==> src/rtl/bank_cs_pkg.sv <==
package bank_cs_pkg;

  typedef enum logic [1:0] {
    ST_IDLE   = 2'd0,
    ST_ACCESS = 2'd1,
    ST_DONE   = 2'd2,
    ST_ERR    = 2'd3
  } seqState_t;

  // Strobes from control to datapath
  typedef struct packed {
    logic capture;    // latch bank, direction, lanes and wait count
    logic countDown;  // decrement the wait counter
    logic drive;      // chip select window open
  } ctlStrobe_t;

  // Byte lane enables for a given port width code and transfer size
  function automatic logic [3:0] laneMask(input logic [1:0] widthCode,
                                          input logic [1:0] sizeCode,
                                          input logic [1:0] lowAddr);
    logic [3:0] m;
    case (widthCode)
      2'd0:    m = 4'b0001;
      2'd1:    m = (sizeCode == 2'd0) ? (lowAddr[0] ? 4'b0010 : 4'b0001) : 4'b0011;
      default: begin
        if (sizeCode == 2'd0)      m = 4'b0001 << lowAddr;
        else if (sizeCode == 2'd1) m = lowAddr[1] ? 4'b1100 : 4'b0011;
        else                       m = 4'b1111;
      end
    endcase
    return m;
  endfunction

endpackage

==> src/rtl/bank_cs_datapath.sv <==
module bank_cs_datapath
  import bank_cs_pkg::*;
#(
  parameter int NUM_BANKS = 8,
  parameter int ADDR_W    = 32,
  parameter int BLK_LSB   = 15,
  parameter int WAIT_W    = 4
) (
  input  logic                         clk,
  input  logic                         rstN,
  input  logic [1:0]                   strapWidth,
  input  logic                         cfgWe,
  input  logic [$clog2(NUM_BANKS)-1:0] cfgBank,
  input  logic                         cfgSel,
  input  logic [ADDR_W-1:0]            cfgData,
  input  logic [ADDR_W-1:0]            reqAddr,
  input  logic                         reqWrite,
  input  logic [1:0]                   reqSize,
  input  ctlStrobe_t                   strobe,
  output logic                         hit,
  output logic                         blocked,
  output logic                         cntZero,
  output logic [NUM_BANKS-1:0]         chipSel,
  output logic                         oe,
  output logic [3:0]                   we
);

  localparam int TAG_W = ADDR_W - BLK_LSB;
  localparam int IDX_W = $clog2(NUM_BANKS);

  logic [NUM_BANKS-1:0]             bankHit;
  logic [NUM_BANKS-1:0]             protAll;
  logic [NUM_BANKS-1:0][WAIT_W-1:0] waitsAll;
  logic [NUM_BANKS-1:0][1:0]        widthAll;

  logic [TAG_W-1:0] reqTag;
  assign reqTag = reqAddr[ADDR_W-1:BLK_LSB];

  for (genvar g = 0; g < NUM_BANKS; g++) begin : gBank
    logic [TAG_W-1:0]  baseTag;
    logic [TAG_W-1:0]  maskTag;
    logic              valid;
    logic              wprot;
    logic [WAIT_W-1:0] waits;
    logic [1:0]        width;
    logic              sel;

    assign sel = cfgWe && (cfgBank == IDX_W'(g));

    always_ff @(posedge clk) begin
      if (!rstN) begin
        baseTag <= '0;
        maskTag <= '0;
        wprot   <= 1'b0;
        if (g == 0) begin
          valid <= 1'b1;
          waits <= '1;
          width <= strapWidth;
        end else begin
          valid <= 1'b0;
          waits <= '0;
          width <= 2'd2;
        end
      end else if (sel) begin
        if (!cfgSel) begin
          baseTag <= cfgData[ADDR_W-1:BLK_LSB];
          valid   <= cfgData[0];
        end else begin
          maskTag <= cfgData[ADDR_W-1:BLK_LSB];
          waits   <= cfgData[3 +: WAIT_W];
          width   <= cfgData[2:1];
          wprot   <= cfgData[0];
        end
      end
    end

    assign bankHit[g]  = valid && ((reqTag & maskTag) == (baseTag & maskTag));
    assign protAll[g]  = wprot;
    assign waitsAll[g] = waits;
    assign widthAll[g] = width;
  end

  // Lowest index wins
  logic [IDX_W-1:0] selIdx;
  always_comb begin
    hit    = 1'b0;
    selIdx = '0;
    for (int i = NUM_BANKS - 1; i >= 0; i--) begin
      if (bankHit[i]) begin
        hit    = 1'b1;
        selIdx = IDX_W'(i);
      end
    end
  end

  assign blocked = hit && reqWrite && protAll[selIdx];

  logic [IDX_W-1:0]  curIdx;
  logic              curWrite;
  logic [3:0]        curLanes;
  logic [WAIT_W-1:0] waitCnt;

  always_ff @(posedge clk) begin
    if (!rstN) begin
      curIdx   <= '0;
      curWrite <= 1'b0;
      curLanes <= '0;
      waitCnt  <= '0;
    end else if (strobe.capture) begin
      curIdx   <= selIdx;
      curWrite <= reqWrite;
      curLanes <= laneMask(widthAll[selIdx], reqSize, reqAddr[1:0]);
      waitCnt  <= waitsAll[selIdx];
    end else if (strobe.countDown) begin
      waitCnt  <= waitCnt - 1'b1;
    end
  end

  assign cntZero = (waitCnt == '0);
  assign chipSel = strobe.drive ? (NUM_BANKS'(1) << curIdx) : '0;
  assign oe      = strobe.drive && !curWrite;
  assign we      = (strobe.drive && curWrite) ? curLanes : 4'b0000;

endmodule

==> src/rtl/bank_cs_control.sv <==
module bank_cs_control
  import bank_cs_pkg::*;
(
  input  logic       clk,
  input  logic       rstN,
  input  logic       reqValid,
  input  logic       hit,
  input  logic       blocked,
  input  logic       cntZero,
  output ctlStrobe_t strobe,
  output logic       ack,
  output logic       xferErr
);

  seqState_t state;
  logic      accept;

  assign accept = (state == ST_IDLE) && reqValid;

  always_ff @(posedge clk) begin
    if (!rstN) begin
      state <= ST_IDLE;
    end else begin
      case (state)
        ST_IDLE:   if (reqValid) state <= (hit && !blocked) ? ST_ACCESS : ST_ERR;
        ST_ACCESS: if (cntZero) state <= ST_DONE;
        ST_DONE:   state <= ST_IDLE;
        default:   state <= ST_IDLE;
      endcase
    end
  end

  always_comb begin
    strobe.capture   = accept && hit && !blocked;
    strobe.countDown = (state == ST_ACCESS) && !cntZero;
    strobe.drive     = (state == ST_ACCESS) || (state == ST_DONE);
  end

  assign ack     = (state == ST_DONE);
  assign xferErr = (state == ST_ERR);

endmodule

==> src/rtl/bank_cs_ctrl.sv <==
module bank_cs_ctrl
  import bank_cs_pkg::*;
#(
  parameter int NUM_BANKS = 8,
  parameter int ADDR_W    = 32,
  parameter int BLK_LSB   = 15,
  parameter int WAIT_W    = 4
) (
  input  logic                         clk,
  input  logic                         rstN,
  input  logic [1:0]                   strapWidth,
  input  logic                         cfgWe,
  input  logic [$clog2(NUM_BANKS)-1:0] cfgBank,
  input  logic                         cfgSel,
  input  logic [ADDR_W-1:0]            cfgData,
  input  logic                         reqValid,
  input  logic [ADDR_W-1:0]            reqAddr,
  input  logic                         reqWrite,
  input  logic [1:0]                   reqSize,
  output logic [NUM_BANKS-1:0]         chipSel,
  output logic                         oe,
  output logic [3:0]                   we,
  output logic                         ack,
  output logic                         xferErr
);

  ctlStrobe_t strobe;
  logic       hit;
  logic       blocked;
  logic       cntZero;

  bank_cs_control uCtl (
    .clk     (clk),
    .rstN    (rstN),
    .reqValid(reqValid),
    .hit     (hit),
    .blocked (blocked),
    .cntZero (cntZero),
    .strobe  (strobe),
    .ack     (ack),
    .xferErr (xferErr)
  );

  bank_cs_datapath #(
    .NUM_BANKS(NUM_BANKS),
    .ADDR_W   (ADDR_W),
    .BLK_LSB  (BLK_LSB),
    .WAIT_W   (WAIT_W)
  ) uDp (
    .clk       (clk),
    .rstN      (rstN),
    .strapWidth(strapWidth),
    .cfgWe     (cfgWe),
    .cfgBank   (cfgBank),
    .cfgSel    (cfgSel),
    .cfgData   (cfgData),
    .reqAddr   (reqAddr),
    .reqWrite  (reqWrite),
    .reqSize   (reqSize),
    .strobe    (strobe),
    .hit       (hit),
    .blocked   (blocked),
    .cntZero   (cntZero),
    .chipSel   (chipSel),
    .oe        (oe),
    .we        (we)
  );

endmodule

==> config.mk <==
export PLATFORM = sky130hd
export DESIGN_NAME = bank_cs_ctrl
export DESIGN_NICKNAME = d
export VERILOG_FILES = /design/src/rtl/bank_cs_pkg.sv /design/src/rtl/bank_cs_datapath.sv /design/src/rtl/bank_cs_control.sv /design/src/rtl/bank_cs_ctrl.sv
export SDC_FILE = /design/constraint.sdc
export NUM_CORES = 1
export LEC_CHECK = 0
export BUFFER_PORTS_ARGS = -buffer_cell sky130_fd_sc_hd__buf_2
export CAP_MARGIN = 20
export CORE_ASPECT_RATIO = 0.6
export CORE_UTILIZATION = 40
export DETAILED_ROUTE_END_ITERATION = 6
export GPL_ROUTABILITY_DRIVEN = 0
export HOLD_SLACK_MARGIN = 0.05
export PLACE_DENSITY_LB_ADDON = 0.05
export SLEW_MARGIN = 0
export SYNTH_ARGS = -nofsm -noshare
export SYNTH_HDL_FRONTEND = slang
export SYNTH_SLANG_ARGS = --single-unit
export TNS_END_PERCENT = 100
==> constraint.sdc <==
create_clock -name clk -period 7.6 [get_ports clk]
set_clock_uncertainty 0.2 [all_clocks]
set_input_delay 1.14 -clock clk [delete_from_list [all_inputs] [get_ports clk]]
set_output_delay 1.14 -clock clk [all_outputs]
set_load 0.005 [all_outputs]
==> out/results.tsv, run 1 <==
stage	metric	value	unit
timing	Slew HR	0.3327	
yosys	Async S/R FF share, synth	0	
clock_tree	Clock transition at path regs	60	ps
yosys	Yosys warning count	0	
place	Buffers on Ports	70	
timing	Tcrit/Tclk final	0.6523	
yosys	EDFF count, synth	2	
detailed_routing	drt wl/cell	21.12	µm
power_and_ir_drop	Psw	1.062	mW
final_layout	antenna cell count	0	
critical_path	CP bufs+invs	1	
floorplanning	die height	154.4	µm
critical_path	Worst path slowest cell	nor4_1	
critical_path	Crit Path Max Fanout	16	
timing	Slew @ Worst Pin	991.8	ps
power_and_ir_drop	worst IR drop on VDD	0.0001681	V
power_and_ir_drop	Power Density	236.5	nW/µm²
detailed_routing	DRC errors left	0	
power_and_ir_drop	Power Internal	3.072	mW
place	DP Wirelength	33170	µm
final_layout	ratio of cells with drive above 1 in the final layout	0.09738	
run	total of max-cap violations	0	
place	Placed Area	16200	µm²
power_and_ir_drop	Combinational Power Share	0.087	
power_and_ir_drop	sequential power share	0.459	
timing	Hold WS	252.4	ps
grt	vias in the first global route	12443	
grt	largest net degree at the start of global routing	159	
outcome	status	finished, final reports clean	
clock_tree	CTS tree	built	
clock_tree	# Post-CTS Setup Buffers	0	
floorplanning	DIE AREA	39530	µm²
power_and_ir_drop	LEAKAGE	6.463	nW
worst_hold_path	Hold/Removal Path Class	flop to flop	
yosys	Post-Syn Area	15490	µm²
clock_tree	Num CTS Buffers	37	
grt	first-pass GRT wire length	80160	µm
timing	Period minus WS final	4957	ps
grt	initial antenna violation count	1	
power_and_ir_drop	clock share of power	0.454	
yosys	Seq cells post-synth	350	
floorplanning	Die Wd	256.0	µm
yosys	Gate Count Post-Synth	2017	
final_layout	commonest non-fill, non-tap cell in the layout	nand2_1	
floorplanning	core footprint	37920	µm²
critical_path	critical path's top delay family	compound AO/OA/AOI/OAI gates	
detailed_routing	Initial DRC Count	1139	
clock_tree	clock sinks	350	
yosys	Most used DFF post-synth	dfxtp_1	
grt	Total GRT Usage	0.2695	
clock_tree	clk_lat worst skew	540	ps
final_layout	post-route cell area	17480	µm²
floorplanning	Initial Util	0.4084	
detailed_routing	Total Wirelength	53560	µm
clock_tree	Hold Buf Count CTS	0	
yosys	Synthesized Nets	2099	
yosys	library cells used by synthesis	54	
place	pre-CTS setup slack	2166	ps
detailed_routing	drt pass-1 iters	5	
floorplanning	row count	55	
clock_tree	H-tree depth	2	
grt	grt ovf	0	
detailed_routing	vias	13564	
critical_path	Worst EP required	7810	ps
clock_tree	clk buf depth	3	
critical_path	Critical Path Sink Type	flop	
final_layout	commonest non-fill, non-tap cells in the layout	nand2_1, dfxtp_1, a21oi_1	
final_layout	P&R area growth vs syn	12.87	%
critical_path	crit path kind	input pin to flop	
yosys	register area share after synthesis	0.4537	
detailed_routing	post-route ant nets	0	
critical_path	Worst EP arrival	5160	ps
critical_path	Critical Path Start Type	input pin	
timing	final worst slack	2643	ps
timing	Max Clk Rate	201.7	MHz
detailed_routing	vias per cell	5.349	
timing	RSZ-0062 raised after global routing	no	
critical_path	Critical Path Max Stage Delay	870	ps
floorplanning	io pins	92	
clock_tree	CTS root buffer	clkbuf_16	
critical_path	R2R Setup Slk	3340	ps
timing	Fin. Hold Viols	0	
yosys	mean area per synthesized cell	7.678	µm²
timing	final setup violation count	0	
final_layout	Nets	2078	
power_and_ir_drop	Net Sw Frac	0.2569	
timing	Final Slew Violations	0	
clock_tree	cts repair resizes	0	
timing	Setup TNS Final	0	ps
critical_path	crit path cell chain	buf_2 -> xor2_1 -> a22oi_1 -> nand4_1 -> nor4_1 -> a211o_1 -> a21o_1 -> mux2_2 -> nor2_2 -> o211ai_4 -> a2111oi_1 -> nor3b_2	
path summary, 6_finish.rpt:
path,start,to,depth (start not counted)
min reg2reg,uDp.gBank[3].waits[0],uDp.gBank[3].waits[0],2
max reg2reg,uDp.gBank[3].baseTag[8],uDp.curLanes[0],11
min,uDp.gBank[3].waits[0],uDp.gBank[3].waits[0],2
max,reqAddr[28],uDp.curLanes[0],12
worst register-to-register path: cells and delay by family (launching register included):
kind | cells | cell delay (ps)
AOI/OAI and AO/OA | 5 | 1810
and+or+nand+nor | 4 | 1240
muxes | 1 | 410
DFF | 1 | 330
xor gates and xnor gates | 1 | 160
sequential cells by signal, indices dropped and copies added (netlist names):
register / count
uDp.curWrite: 1
uCtl.state: 2
uDp.gBank.wprot: 8
uDp.gBank.width: 16
uDp.curIdx: 3
uDp.gBank.maskTag: 136
uDp.gBank.waits: 32
uDp.waitCnt: 4
uDp.gBank.baseTag: 136
uDp.curLanes: 4
uDp.gBank.valid: 8
cells in the mapped netlist (all sizes together) (5+ instances only):
library cell | instances | area share
buf | 20 | 0.0079
nand2b | 7 | 0.0028
nand2 | 753 | 0.18
nor2b | 8 | 0.0032
mux2i | 23 | 0.015
and3 | 7 | 0.0028
a211oi | 14 | 0.0071
o21ai | 7 | 0.0023
a21boi | 53 | 0.026
ha | 5 | 0.0040
nand3 | 21 | 0.0068
nor4 | 10 | 0.0040
clkbuf | 141 | 0.034
dfxtp | 348 | 0.45
a21oi | 281 | 0.091
mux2 | 8 | 0.0058
nand4 | 34 | 0.014
or4 | 7 | 0.0034
nor2 | 30 | 0.0074
nor3 | 11 | 0.0036
xor2 | 137 | 0.077
inv | 7 | 0.0017
a22oi | 50 | 0.024
power groups by stage:
stage	registers [mW]	logic, mW	clock network [mW]
2_1_floorplan	1.93	0.232	0
3_3_place_gp	1.94	0.352	0
3_5_place_dp	1.94	0.355	0
4_1_cts	1.90	0.357	1.91
5_1_grt	1.90	0.390	1.99
6_report	1.90	0.359	1.88
metrics by stage:
stage               power (mW)  cells    util
floorplan                2.163   2017       -
finish                   4.134   2536  0.4610
CTS                      4.163   2534  0.4599
global placement         2.289   2465  0.4250
detailed placement       2.294   2468  0.4272
global route             4.282   2536  0.4610
final cells by class:
type                    count  area [µm²]
flip-flops and latches    350        7027
well taps                 513       641.9
fillers                  3760       20440
multi-input cells        1499        7854
repair buffers            101       683.2
clock inverters            13       130.1
inverters                   7       33.78
clock buffers              53        1110
kinds of logic (layout without fill, tap and decap cells):
family	count (synthesis)	count (layout)	share of synthesized area
xor gates and xnor gates	139	139	0.07861
buffers and inverters	168	174	0.04411
AOI/OAI and AO/OA	421	421	0.1604
DFF	350	350	0.4537
muxes	32	32	0.02214
adders and majority gates	5	5	0.004040
and+or+nand+nor	902	902	0.2370
routing by layer:
| metal | global-route usage | vias up | share of wire | wire [µm] |
|---|---|---|---|---|
| met5 | 0 | - | 0 | 0 |
| met4 | 0.05446 | 0 | 0.015 | 797 |
| met3 | 0.04113 | 51 | 0.072 | 3843 |
| met2 | 0.3967 | 377 | 0.41 | 22150 |
| met1 | 0.4115 | 6524 | 0.50 | 26770 |
| li1 | - | 6612 | - | - |
No activity file was read; power rests on OpenSTA's default activity.
==> inputs of run 2 (changes only) <==
==> constraint.sdc (replaced) <==
create_clock -name clk -period 4.2 [get_ports clk]
set_clock_uncertainty 0.2 [all_clocks]
set_input_delay 0.63 -clock clk [delete_from_list [all_inputs] [get_ports clk]]
set_output_delay 0.63 -clock clk [all_outputs]
set_load 0.005 [all_outputs]
==> run 2 against run 1 <==
Net effect: routed wire length up 1.6%; flip-flop and latch count stayed put; sequential power up 81%; global-route usage up 0.26 points; via count up 2.7%; power increased by 76%; sequential share of layout area shrank 0.86 points; non-clock buffer count is 69 higher; count of clock-buffer cells in the layout rose by 3; cell area rose by 2.2%; hold slack got worse by 89 ps; worst setup slack lost 2300 ps.
==> out/results.tsv, run 2 (synthesis results as in run 1) <==
stage	metric	value	unit	change
outcome	status	finished, final reports clean		
clock_tree	Hold Buf Count CTS	0		unchanged
floorplanning	core footprint	37920	µm²	unchanged
clock_tree	Clock transition at path regs	60	ps	about the same
grt	vias in the first global route	12680		+1.9%
grt	largest net degree at the start of global routing	129		-19%
detailed_routing	Total Wirelength	54400	µm	+1.6%
final_layout	commonest non-fill, non-tap cells in the layout	nand2_1, dfxtp_1, a21oi_1		
critical_path	Worst path slowest cell	nor4_2		
final_layout	Multi-input gate area	7860	µm²	about the same
clock_tree	clock sinks	350		unchanged
timing	RSZ-0062 raised after global routing	no		
timing	Hold WS	163.8	ps	-88.65 ps
clock_tree	clk buf depth	3		unchanged
final_layout	biggest regs	uDp.gBank.baseTag x136, uDp.gBank.maskTag x136, uDp.gBank.waits x32		
power_and_ir_drop	LEAKAGE	6.723	nW	+4.0%
detailed_routing	vias per cell	5.357		+0.17%
final_layout	final core utilization	0.4710		+0.01006
clock_tree	# Post-CTS Setup Buffers	0		unchanged
final_layout	register area	7027	µm²	unchanged
power_and_ir_drop	Power Density	407.7	nW/µm²	+72%
timing	Max Clk Rate	257.5	MHz	
clock_tree	Num CTS Buffers	36		-2.7%
worst_hold_path	Hold/Removal Path Class	input pin to flop		
final_layout	antenna cell count	0		unchanged
critical_path	Worst EP required	4410	ps	-3400 ps
critical_path	Crit Path Max Fanout	6		-10
critical_path	crit path cell chain	buf_2 -> buf_4 -> xor2_1 -> a22oi_1 -> nand4_1 -> nor4_2 -> buf_4 -> nor2b_1 -> a21o_1 -> buf_4 -> a211oi_1 -> a22oi_1 -> buf_4 -> nand3_1 -> a2111oi_1 -> buf_4 -> nor3b_2		
detailed_routing	post-route ant nets	0		unchanged
critical_path	CP Depth	17		+5
place	cell total after placement	2539		+2.9%
timing	Final Slew Violations	0		unchanged
detailed_routing	drt pass-1 iters	7		+2
critical_path	R2R Setup Slk	360	ps	-2980 ps
final_layout	FILL cells	3763		+0.080%
critical_path	Critical Path Start Type	input pin		
worst_hold_path	worst hold stages	3		+1
power_and_ir_drop	worst IR drop on VDD	0.0002354	V	+40%
timing	Tcrit/Tclk final	0.9246		
critical_path	Critical Path Sink Type	flop		
critical_path	critical path's top delay family	buffers and inverters		
place	DP Wirelength	35640	µm	+7.4%
timing	Slew HR	0.3048		-0.02792
clock_tree	CTS root buffer	clkbuf_16		
critical_path	critical path's most frequent cell	buf_4		
timing	final setup violation count	0		unchanged
final_layout	commonest non-fill, non-tap cell in the layout	nand2_1		
clock_tree	cts repair resizes	0		unchanged
power_and_ir_drop	Total Power	7.281	mW	+76%
final_layout	Nets	2146		+3.3%
critical_path	Worst EP arrival	4090	ps	-1070 ps
grt	Total GRT Usage	0.2721		+0.002632
floorplanning	die height	154.4	µm	unchanged
critical_path	CP bufs+invs	6		+5
final_layout	Final Non-Filler Cells	2599		+2.5%
detailed_routing	drt wl/cell	20.93	µm	-0.88%
critical_path	R2R cell count	15		+4
place	Buffers on Ports	70		unchanged
final_layout	ratio of cells with drive above 1 in the final layout	0.1222		+0.02486
floorplanning	Die Wd	256.0	µm	unchanged
run	total of max-cap violations	0		unchanged
critical_path	Critical Path Max Stage Delay	450	ps	-420 ps
timing	Fin. Hold Viols	0		unchanged
detailed_routing	Initial DRC Count	1377		+21%
final_layout	P&R area growth vs syn	15.34	%	
grt	grt ovf	0		unchanged
clock_tree	CTS tree	built		
grt	initial antenna violation count	1		unchanged
grt	first-pass GRT wire length	81000	µm	+1.1%
floorplanning	Initial Util	0.4084		unchanged
timing	Slew @ Worst Pin	1040	ps	+47.92 ps
clock_tree	clk_lat worst skew	530	ps	about the same
floorplanning	row count	55		unchanged
detailed_routing	vias	13924		+2.7%
detailed_routing	DRC errors left	0		unchanged
floorplanning	DIE AREA	39530	µm²	unchanged
critical_path	crit path kind	input pin to flop		
timing	Period minus WS final	3883	ps	
floorplanning	io pins	92		unchanged
clock_tree	H-tree depth	2		unchanged
-- run 2: cell types whose count changed in the layout (fill, tap and decap cells not counted), moves of 2 or more --
cell        change
clkinvlp_4      -2
clkbuf_1        +6
buf_4          +68
clkbuf_16       -3
buf_16          -3
buf_12          +5
clkinv_2        -4
-- run 2: metrics by stage --
step           cell area, µm²  setup WS, ps  setup TNS (ps)
4_1_cts                 17850         262.5               0
3_3_place_gp            16720        -253.9          -440.1
3_5_place_dp            16750        -254.2          -921.9
2_1_floorplan           15490         448.4               0
6_report                17860         316.7               0
5_1_grt                 17860         95.05               0
-- run 2: path summary, 6_finish.rpt --
| kind | from | to |
|---|---|---|
| worst max-delay path | reqAddr[28] | uDp.curLanes[0] |
| worst min-delay path | reqValid | uCtl.state[0] |
| worst max register to register | uDp.gBank[3].baseTag[7] | uDp.curLanes[0] |
| worst min register to register | uDp.gBank[6].waits[2] | uDp.gBank[6].waits[2] |
-- run 2: power by group --
group | internal (mW) | total (mW) | switching [mW]
combinational | 0.240 | 0.714 | 0.474
sequential | 3.39 | 3.44 | 0.0462
clock | 1.78 | 3.13 | 1.35
total | 5.41 | 7.28 | 1.87
-- run 2: final cells by class --
cell class                      instances  area share
Clock buffer                           56     0.05919
Sequential cell                       350      0.3934
Clock inverter                          4    0.002522
Tap cell                              513     0.03594
Multi-Input combinational cell       1499      0.4401
Timing Repair Buffer                  170     0.06697
Inverter                                7    0.001891
-- run 2: per-layer routing --
layer	vias to the layer above	global-route usage	share of wire
li1	6725	-	-
met1	6654	0.4129	0.50
met2	463	0.3846	0.40
met3	82	0.05310	0.073
met4	0	0.07699	0.025
met5	-	0	0
-- run 2: worst register-to-register path, delay by kind of cell (launching register included) --
family | cells | cell delay (ps)
buffers and inverters | 4 | 770
AND/OR/NAND/NOR | 4 | 790
XOR/XNOR | 1 | 160
flip-flops | 1 | 320
AO/OA/AOI/OAI | 6 | 1480
==> inputs of run 3 (changes only) <==
==> constraint.sdc (replaced) <==
create_clock -name clk -period 3.2 [get_ports clk]
set_clock_uncertainty 0.2 [all_clocks]
set_input_delay 0.48 -clock clk [delete_from_list [all_inputs] [get_ports clk]]
set_output_delay 0.48 -clock clk [all_outputs]
set_load 0.005 [all_outputs]
==> run 3 against run 2 <==
Net effect: sequential share of layout area shrank 1.4 points; the flow now finishes with violations (negative setup slack); critical path depth shrank 4; clock power grew 38%; highest routed layer unchanged; die area is the same.
==> out/results.tsv, run 3 (synthesis results as in run 1) <==
stage	metric	value	unit	change
critical_path	Worst EP required	3390	ps	-1020 ps
detailed_routing	drt wl/cell	21.51	µm	+2.8%
grt	initial antenna violation count	2		+1
critical_path	Critical Path Start Type	flop		
floorplanning	row count	55		unchanged
critical_path	Critical path origin	uDp.gBank[6].baseTag[8]		
grt	Total GRT Usage	0.2850		+0.01282
floorplanning	Initial Util	0.4084		unchanged
clock_tree	CTS root buffer	clkbuf_16		
floorplanning	io pins	92		unchanged
clock_tree	Num CTS Buffers	36		unchanged
timing	Tcrit/Tclk final	1.100		
outcome	status	complete, but fails checks		
clock_tree	CTS tree	built		
clock_tree	clk buf depth	3		unchanged
critical_path	worst r2r src	uDp.gBank[6].baseTag[8]		
detailed_routing	vias	14120		+1.4%
place	DP Wirelength	36980	µm	+3.8%
floorplanning	core footprint	37920	µm²	unchanged
critical_path	Critical Path Max Stage Delay	580	ps	+130 ps
final_layout	Multi-input gate area	8064	µm²	+2.6%
worst_hold_path	Hold/Removal Path Class	input pin to flop		
place	pre-CTS setup slack	-1098	ps	-844.3 ps
grt	grt ovf	0		unchanged
detailed_routing	Total Wirelength	57010	µm	+4.8%
final_layout	post-route cell area	18530	µm²	+3.7%
power_and_ir_drop	Power Density	531.6	nW/µm²	+30%
power_and_ir_drop	LEAKAGE	7.010	nW	+4.3%
detailed_routing	post-route ant nets	0		unchanged
power_and_ir_drop	worst IR drop on VDD	0.0003042	V	+29%
worst_hold_path	Hold Path Origin	cfgData[6]		
floorplanning	die height	154.4	µm	unchanged
place	Buffers on Ports	70		unchanged
detailed_routing	DRC errors left	0		unchanged
power_and_ir_drop	Total Power	9.847	mW	+35%
floorplanning	DIE AREA	39530	µm²	unchanged
final_layout	register area	7033	µm²	about the same
critical_path	crit path kind	flop to flop		
run	total of max-cap violations	0		unchanged
clock_tree	clk_lat worst skew	540	ps	about the same
floorplanning	Die Wd	256.0	µm	unchanged
timing	Slew @ Worst Pin	828.8	ps	-210.9 ps
timing	Period minus WS final	3521	ps	
timing	RSZ-0062 raised after global routing	yes		
final_layout	commonest non-fill, non-tap cell in the layout	nand2_1		
timing	Fin. Hold Viols	0		unchanged
clock_tree	H-tree depth	2		unchanged
clock_tree	clock sinks	350		unchanged
timing	final setup violation count	13		+13
final_layout	commonest non-fill, non-tap cells in the layout	nand2_1, dfxtp_1, a21oi_1		
grt	first-pass GRT wire length	84390	µm	+4.2%
final_layout	FILL cells	3687		-2.0%
final_layout	ratio of cells with drive above 1 in the final layout	0.1587		+0.03646
final_layout	P&R area growth vs syn	19.63	%	
detailed_routing	Initial DRC Count	1412		+2.5%
timing	Max Clk Rate	284.0	MHz	
critical_path	critical path's top delay family	compound AO/OA/AOI/OAI gates		
critical_path	critical path's most frequent cell	buf_6		
detailed_routing	vias per cell	5.328		-0.54%
timing	final worst slack	-321.3	ps	-637.9 ps
place	Placed Area	17020	µm²	+1.6%
critical_path	Worst path slowest cell	or4_4		
clock_tree	Clock transition at path regs	60	ps	about the same
outcome	violated checks	negative setup slack		
critical_path	Worst EP arrival	3710	ps	-380 ps
critical_path	CP bufs+invs	2		-4
critical_path	Crit Path Max Fanout	7		+1
final_layout	final core utilization	0.4886		+0.01752
final_layout	Nets	2194		+2.2%
final_layout	biggest regs	uDp.gBank.baseTag x136, uDp.gBank.maskTag x136, uDp.gBank.waits x32		
timing	Slew HR	0.4461		+0.1413
grt	largest net degree at the start of global routing	85		-34%
grt	vias in the first global route	13049		+2.9%
detailed_routing	drt pass-1 iters	5		-2
critical_path	Critical Path Sink Type	flop		
timing	Final Slew Violations	0		unchanged
critical_path	crit path cell chain	xor2_2 -> a22oi_2 -> nand2_2 -> or4_4 -> a211o_1 -> a21o_4 -> buf_6 -> mux2_4 -> nor2_4 -> o211ai_4 -> buf_6 -> a211oi_2 -> a211oi_1		
[run 3: changes by cell type in the layout (fill, tap and decap cells not counted), sizes merged, moves of 2 or more]
cell         before  now
buf             170  214
clkinv            3    9
dlygate4sd3       0    4
clkbuf           56   49
bufinv            1    3
[run 3: path summary, 6_finish.rpt]
path	slack, ps	cells after the start	end
worst max-delay path	-320	13	uDp.waitCnt[3]
worst min-delay path	80	3	uDp.gBank[3].waits[3]
worst max register to register	-320	13	uDp.waitCnt[3]
worst min register to register	250	2	uDp.gBank[3].waits[3]
[run 3: report_power, final]
part	leakage (nW)	switching, mW	internal (mW)
Clock	0.582	1.84	2.50
Sequential	2.83	0.0623	4.45
Combinational	3.59	0.651	0.353
Total	7.01	2.55	7.30
[run 3: layout make-up]
type / count / area share
multi-input cells: 1499 / 0.4353
flip-flops and latches: 350 / 0.3796
repair buffers: 218 / 0.08517
clock buffers: 49 / 0.05565
well taps: 513 / 0.03465
clock inverters: 13 / 0.007632
inverters: 7 / 0.001824
diodes: 1 / 0.0001351
[run 3: metal layers]
metal  share of wire  GRT usage
met3           0.084    0.05539
met2            0.40     0.3998
met4           0.021    0.06701
met5               0          0
met1            0.49     0.4397
[run 3: worst min-delay path: stages]
cell and delay (ps):
buf_2 160, nand2_1 70, a21oi_1 50
[run 3: timing repair]
| action | CTS | global route |
|---|---|---|
| hold buffers | 4 | 0 |
| hold endpoints to repair | 6 | 0 |
| pin swaps | 10 | 28 |
| endpoints found under the setup margin | 13 | 13 |
| setup buffers | 3 | 6 |
| resized for setup | 7 | 36 |
[run 3: metrics by stage]
stage	setup TNS, ps	std cells	hold slack, ps
finish	-3422	2650	77.77
global route	-4676	2650	76.40
global placement	-12340	2574	239.5
floorplan	-2937	2017	231.8
CTS	-3626	2643	58.80
detailed placement	-12120	2574	246.5
